[src/rtl/dbs_pkg.sv]
package dbs_pkg;
  localparam int LANE_W   = 16;
  localparam int WORD_W   = 32;
  localparam int MAX_BYTE = WORD_W / 8;
  localparam int CNT_W    = $clog2(MAX_BYTE + 1);

  typedef enum logic [1:0] {
    ACK_WAIT  = 2'b00,
    ACK_P8    = 2'b01,
    ACK_P16   = 2'b10,
    ACK_FAULT = 2'b11
  } ack_e;

  typedef enum logic [1:0] {
    SZ_BYTE = 2'b00,
    SZ_WORD = 2'b01,
    SZ_LONG = 2'b10,
    SZ_RSVD = 2'b11
  } req_size_e;

  typedef enum logic [1:0] {
    ST_IDLE = 2'b00,
    ST_RUN  = 2'b01,
    ST_GAP  = 2'b10
  } seq_state_e;
endpackage

[src/rtl/dbs_step_calc.sv]
module dbs_step_calc
  import dbs_pkg::*;
(
  input  logic [1:0]       ack,
  input  logic             addr_odd,
  input  logic [CNT_W-1:0] remain,
  output logic [1:0]       step,
  output logic             fault,
  output logic             port16
);
  always_comb begin
    step   = 2'd0;
    fault  = 1'b0;
    port16 = 1'b0;
    case (ack)
      ACK_P8:  step = 2'd1;
      ACK_P16: begin
        port16 = 1'b1;
        step   = (addr_odd || remain == CNT_W'(1)) ? 2'd1 : 2'd2;
      end
      ACK_FAULT: fault = 1'b1;
      default: step = 2'd0;
    endcase
  end
endmodule

[src/rtl/dbs_wr_steer.sv]
module dbs_wr_steer
  import dbs_pkg::*;
(
  input  logic [WORD_W-1:0] shreg,
  input  logic              addr_odd,
  output logic [LANE_W-1:0] lanes
);
  logic [7:0] cur_byte;
  logic [7:0] nxt_byte;

  assign cur_byte = shreg[WORD_W-1 -: 8];
  assign nxt_byte = shreg[WORD_W-9 -: 8];

  always_comb begin
    if (addr_odd) lanes = {cur_byte, cur_byte};
    else          lanes = {cur_byte, nxt_byte};
  end
endmodule

[src/rtl/dbs_rd_pack.sv]
module dbs_rd_pack
  import dbs_pkg::*;
(
  input  logic              clk,
  input  logic              rst,
  input  logic              clear,
  input  logic              take,
  input  logic [1:0]        step,
  input  logic              addr_odd,
  input  logic              port16,
  input  logic [LANE_W-1:0] din,
  output logic [WORD_W-1:0] hold
);
  logic [7:0] one_byte;

  assign one_byte = (port16 && addr_odd) ? din[7:0] : din[15:8];

  always_ff @(posedge clk) begin
    if (rst || clear) begin
      hold <= '0;
    end else if (take) begin
      if (step == 2'd2) hold <= {hold[WORD_W-LANE_W-1:0], din};
      else if (step == 2'd1) hold <= {hold[WORD_W-9:0], one_byte};
    end
  end
endmodule

[src/rtl/dyn_bus_sizer.sv]
module dyn_bus_sizer
  import dbs_pkg::*;
#(
  parameter int ADDR_W = 24
) (
  input  logic              clk,
  input  logic              rst,
  input  logic              req_valid,
  input  logic              req_write,
  input  logic [1:0]        req_size,
  input  logic [ADDR_W-1:0] req_addr,
  input  logic [31:0]       req_wdata,
  output logic              req_done,
  output logic              req_err,
  output logic [31:0]       req_rdata,
  output logic              ext_strobe,
  output logic              ext_rw,
  output logic [ADDR_W-1:0] ext_addr,
  output logic [1:0]        ext_siz,
  output logic [15:0]       ext_dout,
  input  logic [15:0]       ext_din,
  input  logic [1:0]        ext_ack
);
  seq_state_e        state_q;
  logic [CNT_W-1:0]  remain_q;
  logic [WORD_W-1:0] wsh_q;

  logic [1:0]        step;
  logic              fault;
  logic              port16;
  logic              accept;
  logic              bad_req;
  logic              take;
  logic [CNT_W-1:0]  init_cnt;
  logic [WORD_W-1:0] init_wsh;
  logic [CNT_W-1:0]  remain_n;
  logic [ADDR_W-1:0] addr_n;
  logic [WORD_W-1:0] wsh_n;
  logic [ADDR_W-1:0] lane_addr;
  logic [WORD_W-1:0] lane_src;
  logic [LANE_W-1:0] lanes;

  dbs_step_calc u_step (
    .ack      (ext_ack),
    .addr_odd (ext_addr[0]),
    .remain   (remain_q),
    .step     (step),
    .fault    (fault),
    .port16   (port16)
  );

  assign accept  = (state_q == ST_IDLE) && req_valid;
  assign bad_req = (req_size == SZ_RSVD) || ((req_size != SZ_BYTE) && req_addr[0]);
  assign take    = (state_q == ST_RUN) && (step != 2'd0) && ext_rw;

  always_comb begin
    case (req_size)
      SZ_WORD: begin
        init_cnt = CNT_W'(2);
        init_wsh = {req_wdata[15:0], 16'h0000};
      end
      SZ_LONG: begin
        init_cnt = CNT_W'(4);
        init_wsh = req_wdata;
      end
      default: begin
        init_cnt = CNT_W'(1);
        init_wsh = {req_wdata[7:0], 24'h000000};
      end
    endcase
  end

  assign remain_n = remain_q - CNT_W'(step);
  assign addr_n   = ext_addr + ADDR_W'(step);
  assign wsh_n    = (step == 2'd2) ? {wsh_q[WORD_W-17:0], 16'h0000}
                  : (step == 2'd1) ? {wsh_q[WORD_W-9:0], 8'h00}
                  : wsh_q;

  assign lane_addr = (state_q == ST_IDLE) ? req_addr : addr_n;
  assign lane_src  = (state_q == ST_IDLE) ? init_wsh : wsh_n;

  dbs_wr_steer u_steer (
    .shreg    (lane_src),
    .addr_odd (lane_addr[0]),
    .lanes    (lanes)
  );

  dbs_rd_pack u_pack (
    .clk      (clk),
    .rst      (rst),
    .clear    (accept),
    .take     (take),
    .step     (step),
    .addr_odd (ext_addr[0]),
    .port16   (port16),
    .din      (ext_din),
    .hold     (req_rdata)
  );

  always_ff @(posedge clk) begin
    if (rst) begin
      state_q    <= ST_IDLE;
      remain_q   <= '0;
      wsh_q      <= '0;
      ext_strobe <= 1'b0;
      ext_rw     <= 1'b1;
      ext_addr   <= '0;
      ext_siz    <= 2'b00;
      ext_dout   <= '0;
      req_done   <= 1'b0;
      req_err    <= 1'b0;
    end else begin
      req_done <= 1'b0;
      req_err  <= 1'b0;
      case (state_q)
        ST_IDLE: begin
          if (accept) begin
            if (bad_req) begin
              req_done <= 1'b1;
              req_err  <= 1'b1;
            end else begin
              state_q    <= ST_RUN;
              remain_q   <= init_cnt;
              wsh_q      <= init_wsh;
              ext_strobe <= 1'b1;
              ext_rw     <= ~req_write;
              ext_addr   <= req_addr;
              ext_siz    <= init_cnt[1:0];
              ext_dout   <= lanes;
            end
          end
        end
        ST_RUN: begin
          if (fault) begin
            ext_strobe <= 1'b0;
            req_done   <= 1'b1;
            req_err    <= 1'b1;
            state_q    <= ST_IDLE;
          end else if (step != 2'd0) begin
            ext_strobe <= 1'b0;
            remain_q   <= remain_n;
            wsh_q      <= wsh_n;
            if (remain_n == '0) begin
              req_done <= 1'b1;
              state_q  <= ST_IDLE;
            end else begin
              ext_addr <= addr_n;
              ext_siz  <= remain_n[1:0];
              ext_dout <= lanes;
              state_q  <= ST_GAP;
            end
          end
        end
        ST_GAP: begin
          ext_strobe <= 1'b1;
          state_q    <= ST_RUN;
        end
        default: state_q <= ST_IDLE;
      endcase
    end
  end
endmodule

[config.mk]
export PLATFORM = sky130hd
export DESIGN_NAME = dyn_bus_sizer
export DESIGN_NICKNAME = d
export VERILOG_FILES = /design/src/rtl/dbs_pkg.sv /design/src/rtl/dbs_step_calc.sv /design/src/rtl/dbs_wr_steer.sv /design/src/rtl/dbs_rd_pack.sv /design/src/rtl/dyn_bus_sizer.sv
export SDC_FILE = /design/constraint.sdc
export NUM_CORES = 1
export LEC_CHECK = 0
export BUFFER_PORTS_ARGS = -buffer_cell sky130_fd_sc_hd__buf_2
export CAP_MARGIN = 10
export CORE_MARGIN = 3
export CORE_UTILIZATION = 45
export DETAILED_ROUTE_END_ITERATION = 12
export GPL_TIMING_DRIVEN = 0
export PLACE_DENSITY = 0.76
export SLEW_MARGIN = 30
export SYNTH_ARGS = -nofsm -noshare
export SYNTH_HDL_FRONTEND = slang
export SYNTH_SLANG_ARGS = --single-unit
[constraint.sdc]
create_clock -name clk -period 4.4 [get_ports clk]
set_input_delay 0.88 -clock clk [delete_from_list [all_inputs] [get_ports clk]]
set_output_delay 0.88 -clock clk [all_outputs]
set_load 0.05 [all_outputs]
==> metrics.txt <==
status=complete, no violations; Clock Pin Slew Worst Setup and Hold Paths=0.05 ns; DR pass1 iterations=7; setup tns final=0 ns; slowest cell delay on critical path=0.50 ns; Worst-Margin Slew=0.903 ns; post-synthesis cell count=787; Synth top area share=0.360; Initial Utilization=0.471; Max Slew Vio Count=0; Layout area overhead=24.9%; ys async rst share=0; Util after Layout=0.589; GRT overflow=0; Hold Path Depth=2; die area=0.0157 mm²; Avg Inst Size Synth=8.12 µm²; FF+latch count, synth=115; CP startpoint kind=input port; Final Hold Viols=0; crit path kind=input port to register; die width=125 µm; layout cells sized above 1=0.231; DRT iter0 DRCs=872; # diodes=0; Power per Cell Area=409 mW/mm²; initial antenna violation count=0; Netlist Area Pre-Place=0.00639 mm²; crit end category=register; crit share post-route=0.879; vias after detailed routing=6783; CP required=4.68 ns; Cell Rows=42; gpl congestion=0.953; clk_skew=0.0110 ns; CP arrival=4.14 ns; Distinct cells, synth=59; Post-synth top cells=dfxtp_1 (115), nor2_1 (110), a211oi_1 (83), nand2_1 (74), mux2i_1 (49); first-pass GRT wire length=34300 µm; Max-Slew Margin vs Limit=0.393; Inserted Clock Buffers=17; register area share after synthesis=0.360; Post-route DRC=0; hold crit path type=register to register; DR vias/cell=5.90; largest net degree at the start of global routing=17; worst-skew pair later-pin latency=0.42 ns; Root Driver=clkbuf_16; H-tree levels=4; TritonCTS clock tree=done; crit path max-delay cell type=a41oi_1; Max-Cap Viols=0; cts hold-fix bufs=0; critical path cell sequence=buf_2 > inv_1 > ha_1 > o21ai_0 > a21o_1 > inv_1 > ha_1 > fa_1 > xnor2_1 > a41oi_1 > nand2_2 > clkbuf_1 > a211oi_1 > nor3_1; Worst path depth=14; maximum ir drop on the vdd rail=0.000293 V; minimum clock period=3.87 ns; WL per Instance=18.8 µm; GR Util All Layers=0.272; synth top area cells=dfxtp_1 (36%), a211oi_1 (9.7%), mux2i_1 (7.7%), nor2_1 (6.5%), nand2_1 (4.3%); Buffers on Ports=156; Post-Syn Nets=883; # fillers=1277; post-CTS setup buffers=0; Synth Flop Type=dfxtp_1; # IOs=158; post-cts sizing count=0; Final setup viols=0; EDFF count, synth=0; critical path's top delay family=compound AO/OA/AOI/OAI gates; WP buf/inv=4; Yosys warnings=0; die height=125 µm; FMAX=258 MHz; CP max FO=10; RSZ-0062 raised after global routing=false; core area=0.0136 mm²; top-count cell post-synth=dfxtp_1; vias in the first global route=6349; final net count=1058; leakage power=3.22 nW; wirelength, routed=21600 µm; Post-DRT Antenna Nets=0; detailed placement HPWL=16400 µm; Clock Path Buffers=2; area leader, netlist=dfxtp_1; CTS Sinks=115; path depth of the worst reg2reg path=12
[metal layers]
metal / global-route usage / up-vias / wire [µm]
li1: - / 3246 / -
met1: 0.378 / 3118 / 9420
met2: 0.412 / 391 / 9560
met3: 0.0738 / 28 / 2290
met4: 0.0842 / 0 / 360
met5: 0 / - / 0
[power breakdown]
| group | internal (W) | leakage, nW | switching [W] | total, W |
|---|---|---|---|---|
| combinational | 0.000231 | 1.99 | 0.000496 | 0.000727 |
| clock | 0.000906 | 0.294 | 0.000479 | 0.00138 |
| sequential | 0.00110 | 0.936 | 0.0000518 | 0.00116 |
| total | 0.00224 | 3.22 | 0.00103 | 0.00327 |
[worst reg2reg max path: stages (launching register included)]
cell	delay (ns)
dfxtp_1	0.33
inv_1	0.06
nor3_1	0.32
o21ai_0	0.12
a21o_1	0.24
inv_1	0.11
ha_1	0.17
fa_1	0.49
a41oi_1	0.50
nand2_2	0.27
clkbuf_1	0.33
a211oi_1	0.46
nor3_1	0.11
[stage by stage]
step	area (µm²)	power [W]	hold WS, ns	std cells	setup WS, ns
floorplan	6390	0.00167	0.436	787	1.07
global placement	7390	0.00188	0.443	1119	0.233
detailed placement	7390	0.00189	0.445	1119	0.187
CTS	7980	0.00327	0.453	1149	0.610
global route	7980	0.00339	0.469	1149	0.357
finish	7980	0.00327	0.449	1149	0.531
[state kept, by name, summed over array words and instances (netlist names), 2 cells and up]
signal,cells
ext_siz,2
ext_addr,24
u_pack.hold,32
remain_q,3
state_q,2
ext_dout,16
wsh_q,32
[path summary, 6_finish.rpt]
kind	endpoint	slack, ns	start
worst max-delay path	ext_dout[13]	0.53	ext_ack[0]
worst min-delay path	ext_dout[5]	0.45	ext_dout[5]
worst min register to register	ext_dout[5]	0.45	ext_dout[5]
worst max register to register	ext_dout[13]	0.76	remain_q[0]
[cell usage in the layout, fill, tap and decap left out, types with 3 or more instances in the layout]
| cell | count |
|---|---|
| nor4_1 | 9 |
| dfxtp_1 | 115 |
| a211oi_1 | 83 |
| buf_1 | 4 |
| o21ai_0 | 38 |
| nor3_1 | 29 |
| mux2_2 | 8 |
| a21oi_1 | 33 |
| buf_2 | 171 |
| clkbuf_16 | 17 |
| and3_1 | 3 |
| nand2b_1 | 8 |
| buf_4 | 3 |
| nand3_1 | 10 |
| nor2_1 | 110 |
| o31ai_1 | 7 |
| clkbuf_1 | 47 |
| nand2_1 | 74 |
| a2bb2oi_1 | 10 |
| bufinv_16 | 3 |
| a22o_1 | 9 |
| o211ai_1 | 11 |
| nand4_1 | 4 |
| and4_1 | 3 |
| a222oi_1 | 8 |
| and2_1 | 6 |
| mux2i_1 | 49 |
| a21o_1 | 3 |
| clkinv_2 | 6 |
| a31oi_1 | 5 |
| ha_1 | 14 |
| inv_1 | 15 |
| a22oi_1 | 19 |
[area by class of cell]
type	count	area, µm²	area share
plain buffers	70	300	0.0376
clock inverters	11	136	0.0171
flip-flops and latches	115	2300	0.288
well taps	176	220	0.0276
multi-input cells	587	3730	0.468
repair buffers	156	781	0.0978
inverters	15	56.3	0.00705
clock buffers	19	453	0.0567
[cells by family (layout without fill, tap and decap cells)]
logic type,Yosys count,in the layout,share of synthesized area
buf+inv,85,271,0.0558
mux,57,57,0.0908
simple gates,274,274,0.195
fa+ha+maj,16,16,0.0337
flops,115,115,0.360
compound gates,239,239,0.263
xor+xnor,1,1,0.00137
(Power assumes the default switching activity.)
